### src/rtl/boot_pkg.sv
package boot_pkg;

    // Default geometry of the loader
    localparam int BOOT_BYTE_W = 8;
    localparam int BOOT_WORD_W = 24;
    localparam int BOOT_PAGE_W = 3;
    localparam int BOOT_SPAN_W = 13;   // bytes per image region = 2**SPAN_W
    localparam int BOOT_WAITS  = 3;
    localparam int BOOT_WORDS  = 2048;

    typedef enum logic [2:0] {
        ST_IDLE  = 3'd0,
        ST_READ  = 3'd1,
        ST_GAP   = 3'd2,
        ST_WRITE = 3'd3,
        ST_DONE  = 3'd4,
        ST_RUN   = 3'd5
    } boot_state_e;

    typedef struct packed {
        logic rd;
        logic we;
        logic done;
        logic hold;
    } boot_ctrl_t;

    // Width of a counter that must reach maxval (never below one bit)
    function automatic int cnt_width(input int maxval);
        return (maxval < 1) ? 1 : $clog2(maxval + 1);
    endfunction

endpackage

### src/rtl/boot_wait_timer.sv
module boot_wait_timer #(
    parameter int WAITS = boot_pkg::BOOT_WAITS
) (
    input  logic clk,
    input  logic rst,
    input  logic active,
    output logic last
);
    localparam int CW = boot_pkg::cnt_width(WAITS);
    localparam logic [CW-1:0] CNT_END = CW'(WAITS);

    logic [CW-1:0] cnt;

    always_ff @(posedge clk) begin
        if (rst || !active) begin
            cnt <= '0;
        end else if (cnt == CNT_END) begin
            cnt <= '0;
        end else begin
            cnt <= cnt + 1'b1;
        end
    end

    // Final cycle of the stretched access: the byte is taken here
    assign last = active && (cnt == CNT_END);

endmodule

### src/rtl/boot_word_packer.sv
module boot_word_packer #(
    parameter int BYTE_W = boot_pkg::BOOT_BYTE_W,
    parameter int WORD_W = boot_pkg::BOOT_WORD_W
) (
    input  logic              clk,
    input  logic              rst,
    input  logic              capture,
    input  logic [BYTE_W-1:0] byte_in,
    output logic [WORD_W-1:0] word,
    output logic              complete
);
    localparam int BYTES = WORD_W / BYTE_W;
    localparam int SW    = boot_pkg::cnt_width(BYTES - 1);
    localparam logic [SW-1:0] SLOT_LAST = SW'(BYTES - 1);

    logic [SW-1:0]     slot;
    logic [WORD_W-1:0] acc;

    // New byte enters at the top; after BYTES captures the first byte sits at the bottom
    always_ff @(posedge clk) begin
        if (rst) begin
            slot <= '0;
            acc  <= '0;
        end else if (capture) begin
            acc  <= {byte_in, acc[WORD_W-1:BYTE_W]};
            slot <= (slot == SLOT_LAST) ? '0 : slot + 1'b1;
        end
    end

    assign complete = capture && (slot == SLOT_LAST);
    assign word     = acc;

endmodule

### src/rtl/boot_addr_gen.sv
module boot_addr_gen #(
    parameter int PAGE_W = boot_pkg::BOOT_PAGE_W,
    parameter int SPAN_W = boot_pkg::BOOT_SPAN_W
) (
    input  logic                     clk,
    input  logic                     rst,
    input  logic [PAGE_W-1:0]        page_sel,
    input  logic                     step,
    output logic [PAGE_W+SPAN_W-1:0] ext_addr
);
    logic [PAGE_W-1:0] page_q;
    logic [SPAN_W-1:0] offset;

    always_ff @(posedge clk) begin
        if (rst) begin
            page_q <= page_sel;
            offset <= '0;
        end else if (step) begin
            offset <= offset + 1'b1;
        end
    end

    // base = page * 2**SPAN_W, formed by placement rather than an adder
    assign ext_addr = {page_q, offset};

endmodule

### src/rtl/boot_sequencer.sv
module boot_sequencer #(
    parameter int WORDS = boot_pkg::BOOT_WORDS,
    parameter int AW    = boot_pkg::cnt_width(WORDS - 1)
) (
    input  logic                  clk,
    input  logic                  rst,
    input  logic                  capture,
    input  logic                  complete,
    output boot_pkg::boot_ctrl_t  ctrl,
    output logic [AW-1:0]         word_idx
);
    import boot_pkg::*;

    localparam logic [AW-1:0] IDX_LAST = AW'(WORDS - 1);

    boot_state_e state, state_nx;

    always_comb begin
        state_nx = state;
        unique case (state)
            ST_IDLE:  state_nx = ST_READ;
            ST_READ:  if (capture) state_nx = complete ? ST_WRITE : ST_GAP;
            ST_GAP:   state_nx = ST_READ;
            ST_WRITE: state_nx = (word_idx == IDX_LAST) ? ST_DONE : ST_READ;
            ST_DONE:  state_nx = ST_RUN;
            ST_RUN:   state_nx = ST_RUN;
            default:  state_nx = ST_IDLE;
        endcase
    end

    always_ff @(posedge clk) begin
        if (rst) begin
            state    <= ST_IDLE;
            word_idx <= '0;
        end else begin
            state <= state_nx;
            if (state == ST_WRITE && word_idx != IDX_LAST) begin
                word_idx <= word_idx + 1'b1;
            end
        end
    end

    always_comb begin
        ctrl.rd   = (state == ST_READ);
        ctrl.we   = (state == ST_WRITE);
        ctrl.done = (state == ST_DONE);
        ctrl.hold = (state != ST_RUN);
    end

endmodule

### src/rtl/boot_loader.sv
module boot_loader #(
    parameter int WAIT_STATES = boot_pkg::BOOT_WAITS,
    parameter int LOAD_WORDS  = boot_pkg::BOOT_WORDS,
    parameter int PAGE_W      = boot_pkg::BOOT_PAGE_W,
    parameter int SPAN_W      = boot_pkg::BOOT_SPAN_W,
    parameter int BYTE_W      = boot_pkg::BOOT_BYTE_W,
    parameter int WORD_W      = boot_pkg::BOOT_WORD_W,
    localparam int EXT_AW     = PAGE_W + SPAN_W,
    localparam int PM_AW      = boot_pkg::cnt_width(LOAD_WORDS - 1)
) (
    input  logic              clk,
    input  logic              rst,
    input  logic [PAGE_W-1:0] page_sel,
    output logic [EXT_AW-1:0] ext_addr,
    output logic              ext_rd,
    input  logic [BYTE_W-1:0] ext_data,
    output logic              pm_we,
    output logic [PM_AW-1:0]  pm_addr,
    output logic [WORD_W-1:0] pm_wdata,
    output logic              boot_done,
    output logic              core_hold
);
    boot_pkg::boot_ctrl_t ctrl;
    logic capture;
    logic complete;

    boot_sequencer #(.WORDS(LOAD_WORDS), .AW(PM_AW)) u_seq (
        .clk      (clk),
        .rst      (rst),
        .capture  (capture),
        .complete (complete),
        .ctrl     (ctrl),
        .word_idx (pm_addr)
    );

    boot_wait_timer #(.WAITS(WAIT_STATES)) u_timer (
        .clk    (clk),
        .rst    (rst),
        .active (ctrl.rd),
        .last   (capture)
    );

    boot_addr_gen #(.PAGE_W(PAGE_W), .SPAN_W(SPAN_W)) u_addr (
        .clk      (clk),
        .rst      (rst),
        .page_sel (page_sel),
        .step     (capture),
        .ext_addr (ext_addr)
    );

    boot_word_packer #(.BYTE_W(BYTE_W), .WORD_W(WORD_W)) u_pack (
        .clk      (clk),
        .rst      (rst),
        .capture  (capture),
        .byte_in  (ext_data),
        .word     (pm_wdata),
        .complete (complete)
    );

    assign ext_rd    = ctrl.rd;
    assign pm_we     = ctrl.we;
    assign boot_done = ctrl.done;
    assign core_hold = ctrl.hold;

endmodule

### config.mk
export PLATFORM = sky130hd
export DESIGN_NAME = boot_loader
export DESIGN_NICKNAME = d
export VERILOG_FILES = /design/src/rtl/boot_pkg.sv /design/src/rtl/boot_wait_timer.sv /design/src/rtl/boot_word_packer.sv /design/src/rtl/boot_addr_gen.sv /design/src/rtl/boot_sequencer.sv /design/src/rtl/boot_loader.sv
export SDC_FILE = /design/constraint.sdc
export NUM_CORES = 1
export LEC_CHECK = 0
export ABC_AREA = 1
export BUFFER_PORTS_ARGS = -buffer_cell sky130_fd_sc_hd__buf_4
export CORE_ASPECT_RATIO = 1.75
export CORE_UTILIZATION = 40
export CTS_BUF_LIST = sky130_fd_sc_hd__clkbuf_2
export DETAILED_ROUTE_END_ITERATION = 8
export SLEW_MARGIN = 30
export SYNTH_ARGS = -nofsm -noshare
export SYNTH_HDL_FRONTEND = slang
export SYNTH_SLANG_ARGS = --single-unit
### constraint.sdc
create_clock -name clk -period 1.95 [get_ports clk]
set_input_delay 0.2925 -clock clk [delete_from_list [all_inputs] [get_ports clk]]
set_output_delay 0.2925 -clock clk [all_outputs]
set_load 0.01 [all_outputs]
==> reports/results.txt, run 1 <==
DRC - 0
R2R cell count - 8
Ant. Diodes - 0
Final TNS setup - 0 ps
CTS buffer count - 9
Worst reg2reg startpoint - u_seq.word_idx[0]
GRT Total Usage - 19.6%
First-pass DRT Iterations - 4
Count leader, synth - nor2_1
Final Cell Area - 3330 um2
Max-slew violations - 0
WL met3 - 221 um
CTS tree - done
Die Area - 6600 um2
Drt wl/cell - 11.3 um
Post-synth EDFFs - 3
Post-synthesis register bit count - 58
Mapped cell area - 2500 um2
Initial antenna violation count - 0
FF-to-FF End - u_seq.word_idx[0]
Largest net degree at the start of global routing - 30
CP Launch Type - flip-flop
Hold slack - 54.7 ps
Share of cells above drive strength 1 - 23.3%
Share of the synthesized area in the top cell type - 44.0%
Data arrival, critical path - 1410 ps
Die height - 107 um
Vias per cell - 4.71
Htree depth - 3
CTS resizes - 0
Antenna Violating Nets Remaining - 0
Status - complete, no violations
Worst Hold Path EP - u_seq.state[2]
Final Setup Violations - 0
PwrDens - 708 nW/um2
DR vias - 2391
Max cap viols - 0
Crit Path Category - flip-flop to primary output
Fin crit share - 87.1%
Post-CTS Setup Bufs - 0
Hold-fix buffers, CTS - 7
Yosys synthesis warning count - 0
Row Count - 37
Slew @ Worst Pin - 294 ps
Mean Syn Cell Area - 7.26 um2
Core Util, Final - 55.7%
Leak pwr - 1.47 nW
Main flop type after synthesis - dfxtp_1
Area after DPL - 3100 um2
Floorplan core area - 5970 um2
PortBufs - 67
Clk Tree Root Cell - clkbuf_2
Die W - 61.8 um
Worst hold path type - input pin to flip-flop
Commonest cells post-synth - nor2_1 (92), dfxtp_1 (55), nand2_1 (54)
Post-route minimum period - 1700 ps
Slew Limit Headroom - 80.3%
Clock buffer depth - 2
Yosys top cell by area - dfxtp_1
Fin. Hold Viols - 0
Placed cells - 485
F_max - 589 MHz
VDD IR-drop max - 440 uV
First-pass GRT wire length - 9500 um
Total Wirelength - 5760 um
Detail Route met2 WL - 3080 um
Critical Path End Type - primary output
Critical path peak fanout - 10
Worst Path Required - 1660 ps
RSZ-0062 raised after global routing - no
Vias in the first global route - 2248
Wl on met1 - 2310 um
GPL Wtd Cong - 0.797
Sink Count - 58
Total gr overflow - 0
Starting Density - 41.9%
Post-synth net total - 361
DR iter-0 viols - 69
Fill cells - 584
DP HPWL - 4160 um
Min-delay src - rst
Top sig layer - met4
Clk pin slew, worst setup/hold paths - 180 ps
Worst R2R Setup Slack - 420 ps
Largest cells by area after synthesis - dfxtp_1 (44%), nor2_1 (14%), nand2_1 (8.1%), o21ai_0 (6.6%), inv_1 (5.2%)
Non-Filler Instances - 508
Worst Clk Skew - 26.4 ps
Syn Inst Count - 345
Hold depth - 2
Unique cell type count in the Yosys netlist - 30
Post-synth ARST share - 0%
Fin nets - 441
Register area share after synthesis - 47.6%
Worst-Skew Late Latency - 500 ps
# IOs - 68
Area Growth Syn to Fin - 32.9%
[per-layer routing]
layer / global-route usage (%) / vias up
li1: - / 1252
met1: 20.2 / 1075
met2: 33.3 / 51
met3: 6.39 / 13
met4: 11.1 / 0
met5: 0 / -
[final cells by class]
class	count	area, um2	share of cell area (%)
flip-flops and latches	58	1190	35.8
multi-input cells	238	1120	33.7
repair buffers	80	618	18.6
inverters	38	143	4.29
clock inverters	6	106	3.20
well taps	78	97.6	2.93
clock buffers	10	50.0	1.50
[metrics by stage]
stage	setup slack (ps)	power, mW
6_report	251	2.36
5_1_grt	110	2.46
4_1_cts	183	2.40
3_5_place_dp	431	1.37
3_3_place_gp	480	1.37
2_1_floorplan	540	1.32
[where the power goes]
group          switching [mW]  total, mW  internal, mW
Sequential             0.0121       1.23          1.21
Combinational          0.0696      0.133        0.0638
Clock                   0.447      0.999         0.552
[layout by cell type, fill, tap and decap left out, drive strengths merged]
cell / instances
nor2: 97
buf: 73
nand2: 56
dfxtp: 55
inv: 38
o21ai: 33
nand3: 19
clkbuf: 10
a21oi: 9
nand4: 8
dlygate4sd3: 7
nor3: 5
ha: 3
bufinv: 3
edfxtp: 3
xor2: 2
clkinv: 2
or2: 1
nand3b: 1
o21bai: 1
xnor2: 1
nor3b: 1
o211a: 1
clkinvlp: 1
[flip-flops by register name (all words and copies together) (netlist names)]
signal and count:
u_pack.word 24, u_addr.offset 13, u_seq.word_idx 11, u_addr.page_q 3, u_seq.state 3, u_pack.slot 2
u_timer.cnt 2
[worst max-delay path, stage by stage (launching register included)]
cell and delay [ps]:
dfxtp_1 460, nand2_2 140, nor2_8 180, buf_4 150
[worst max-delay path by stage]
| stage | from | end | slack, ps | depth (start not counted) |
|---|---|---|---|---|
| finish | u_seq.state[0] | pm_we | 250 | 3 |
| global route | u_seq.state[1] | ext_rd | 110 | 4 |
| CTS | u_seq.state[0] | pm_we | 180 | 3 |
| detailed placement | u_seq.word_idx[0] | u_seq.word_idx[0] | 430 | 8 |
| global placement | u_seq.word_idx[0] | u_seq.word_idx[0] | 480 | 8 |
| floorplan | u_seq.word_idx[0] | u_seq.state[0] | 540 | 8 |
[cells by family (layout without fill, tap and decap cells)]
logic type               Yosys count  after routing  synth area share (%)
AO/OA/AOI/OAI                     44             44                  9.09
XOR/XNOR                           3              3                  1.05
adder cells (fa/ha/maj)            3              3                  1.50
buffers and inverters             49            134                  7.64
flip-flops                        58             58                  47.6
AND/OR/NAND/NOR                  188            188                  33.2
Note: power is estimated with default switching activity, not from simulation.
==> run 2: changes to the inputs <==
--- a/config.mk
+++ b/config.mk
@@ -5,7 +5,6 @@
 export SDC_FILE = /design/constraint.sdc
 export NUM_CORES = 1
 export LEC_CHECK = 0
-export ABC_AREA = 1
 export BUFFER_PORTS_ARGS = -buffer_cell sky130_fd_sc_hd__buf_4
 export CORE_ASPECT_RATIO = 1.75
 export CORE_UTILIZATION = 40
==> reports/results.txt, run 2 <==
Unique cell type count in the Yosys netlist - 37 (+23%)
Final TNS setup - 0 ps (unchanged)
Leak pwr - 1.22 nW (-17%)
Met2 Use GR - 34.1% (+0.80 points)
PwrDens - 642 nW/um2 (-9.4%)
Largest delay contributor family on the critical path - flip-flops
Largest net degree at the start of global routing - 59 (+97%)
Core Util, Final - 54.8% (-0.90 points)
Total gr overflow - 0 (unchanged)
Total Wirelength - 5130 um (-11%)
Die Area - 6060 um2 (-8.0%)
Mean Syn Cell Area - 8.54 um2 (+18%)
Area Growth Syn to Fin - 32.2%
Vias in the first global route - 1979 (-12%)
Largest cells by area after synthesis - dfxtp_1 (48%), nand2_1 (9.1%), a21oi_1 (7.6%), edfxtp_1 (3.9%), nor2_1 (3.8%)
Commonest non-fill, non-tap cell in the layout - buf_4
Clk pin slew, worst setup/hold paths - 160 ps (-20 ps)
Die height - 102 um (-4.1%)
CTS buffer count - 9 (unchanged)
Main flop type after synthesis - dfxtp_1
Yosys synthesis warning count - 0 (unchanged)
Most used cell, CP - buf_4
GRT Total Usage - 18.9% (-0.74 points)
Hold depth - 3 (+1)
Data arrival, critical path - 1480 ps (+70 ps)
Syn Inst Count - 269 (-22%)
DP HPWL - 3560 um (-14%)
CTS tree - done
Starting Density - 41.5% (-0.46 points)
M1 GR Usage - 19.1% (-1.1 points)
Hold slack - 57.6 ps (+2.92 ps)
Sink Count - 58 (unchanged)
Post-synth EDFFs - 3 (unchanged)
Share of the synthesized area in the top cell type - 47.9% (+3.9 points)
Worst R2R Setup Slack - 300 ps (-120 ps)
Clk Tree Root Cell - clkbuf_2
DR vias - 2075 (-13%)
Max reg flops - 24 (unchanged)
Post-synthesis register bit count - 58 (unchanged)
Post-route minimum period - 1770 ps (+72.8 ps)
Critical path peak fanout - 8 (-2)
Post-synth ARST share - 0% (unchanged)
Slew @ Worst Pin - 587 ps (+293 ps)
Slew Limit Headroom - 60.8% (-19 points)
# IOs - 68 (unchanged)
Final Setup Violations - 0 (unchanged)
Fin crit share - 90.9% (+3.7 points)
RSZ-0062 raised after global routing - no
First-pass GRT wire length - 8620 um (-9.3%)
VDD IR-drop max - 372 uV (-15%)
Max cap viols - 0 (unchanged)
Drt wl/cell - 12.1 um (+6.6%)
Share of cells above drive strength 1 - 27.0% (+3.8 points)
Slowest stage delay, CP - 500 ps (+40 ps)
Ant. Diodes - 0 (unchanged)
Most Used Layer, Global Route - met2
Status - complete, no violations
Post-synth net total - 285 (-21%)
Count leader, synth - nand2_1
Worst Clk Skew - 20.8 ps (-5.59 ps)
Worst Hold Path EP - u_pack.word[20]
FF-to-FF End - u_addr.offset[4]
Crit path buffers/inverters - 2 (+1)
Fin nets - 361 (-18%)
First-pass DRT Iterations - 4 (unchanged)
Vias per cell - 4.89 (+4.0%)
Register area share after synthesis - 51.8% (+4.3 points)
Worst reg2reg startpoint - u_timer.cnt[0]
CP Launch Type - flip-flop
Worst Path Required - 1660 ps (about the same)
Yosys top cell by area - dfxtp_1
Crit-path cells - and3b_1 > buf_4 > buf_4
Row Count - 36 (-2.7%)
F_max - 564 MHz (-4.1%)
Max-slew violations - 0 (unchanged)
DRC - 0 (unchanged)
DR iter-0 viols - 99 (+43%)
Critical-path top delay cell - dfxtp_1
Fin. Hold Viols - 0 (unchanged)
Floorplan core area - 5540 um2 (-7.2%)
Die W - 59.3 um (-4.1%)
Most frequent cells in the layout - buf_4 (76), nand2_1 (56), dfxtp_1 (55), a21oi_1 (35), nor2_1 (23)
Critical Path End Type - primary output
GPL Wtd Cong - 0.734 (-7.9%)
Antenna Violating Nets Remaining - 0 (unchanged)
PortBufs - 67 (unchanged)
Htree depth - 3 (unchanged)
Crit Path Category - flip-flop to primary output
Min-delay src - ext_data[4]
Initial antenna violation count - 0 (unchanged)
Mapped cell area - 2300 um2 (-8.2%)
Global Route met3 Usage - 6.84% (+0.44 points)
Worst-Skew Late Latency - 460 ps (-40 ps)
Worst hold path type - input pin to flip-flop
Clock buffer depth - 2 (unchanged)
Commonest cells post-synth - nand2_1 (56), dfxtp_1 (55), a21oi_1 (35)
R2R cell count - 6 (-2)
==> run 2: cell count changes after synthesis, moves of 4 or more <==
cell and change:
a21oi_1 +26, and3_1 +4, inv_1 -27, nand3_1 -10, nor2_1 -69, nor3_1 +4, nor4_1 +6, o21ai_0 -30
xnor2_1 +6
==> run 2: power breakdown <==
| group | internal (mW) | switching, mW |
|---|---|---|
| clock | 0.271 | 0.402 |
| sequential | 1.20 | 0.00508 |
| combinational | 0.0327 | 0.0339 |
| total | 1.51 | 0.441 |
==> run 2: through the flow <==
step	setup WS, ps	cells	power (mW)	cell area, um2
2_1_floorplan	392	269	1.26	2300
6_report	178	424	1.95	3040
3_3_place_gp	307	407	1.30	2920
3_5_place_dp	266	407	1.30	2920
5_1_grt	55.8	424	2.03	3040
4_1_cts	142	424	1.98	3040
==> run 2: cell families (layout without fill, tap and decap cells) <==
logic type,Yosys count,in the layout,share of synthesized area [%]
compound gates,44,44,10.2
xor+xnor,12,12,4.57
fa+ha+maj,3,3,1.63
buf+inv,22,101,4.08
flops,58,58,51.8
mux,3,3,1.36
simple gates,127,127,26.3
==> run 2: worst max-delay path by stage <==
stage | cells past startpoint | slack [ps] | to | startpoint
2_1_floorplan | 5 | 390 | u_seq.word_idx[9] | u_seq.word_idx[0]
3_3_place_gp | 6 | 310 | u_addr.offset[4] | u_timer.cnt[0]
3_5_place_dp | 6 | 270 | u_addr.offset[4] | u_timer.cnt[0]
4_1_cts | 3 | 140 | pm_we | u_seq.state[1]
5_1_grt | 3 | 60 | pm_we | u_seq.state[1]
6_report | 3 | 180 | pm_we | u_seq.state[1]
==> run 2: routing by layer <==
layer,up-vias,wire [um]
met5,-,0
met1,954,2100
li1,1063,-
met3,5,263
met2,53,2680
met4,0,78
==> run 2: repair_timing <==
action                     CTS  global route
hold endpoints to repair     3             0
hold buffers                 3             0
setup endpoints to repair    0             0
buffers inserted             0             0
gates resized for setup      0             0
==> run 2: worst register-to-register path, cell delays in order, from the launching register on <==
cell and delay, ps:
dfxtp_1 360, ha_1 200, nor4bb_4 320, buf_4 330
nand4_1 160, xor2_1 150, nor2_1 50
==> run 2: cell type report <==
class	count	area [um2]
repair buffers	79	601
multi-input cells	189	1030
flip-flops and latches	58	1190
well taps	76	95.1
clock buffers	9	45.0
fillers	553	2500
clock inverters	5	47.5
inverters	8	30.0
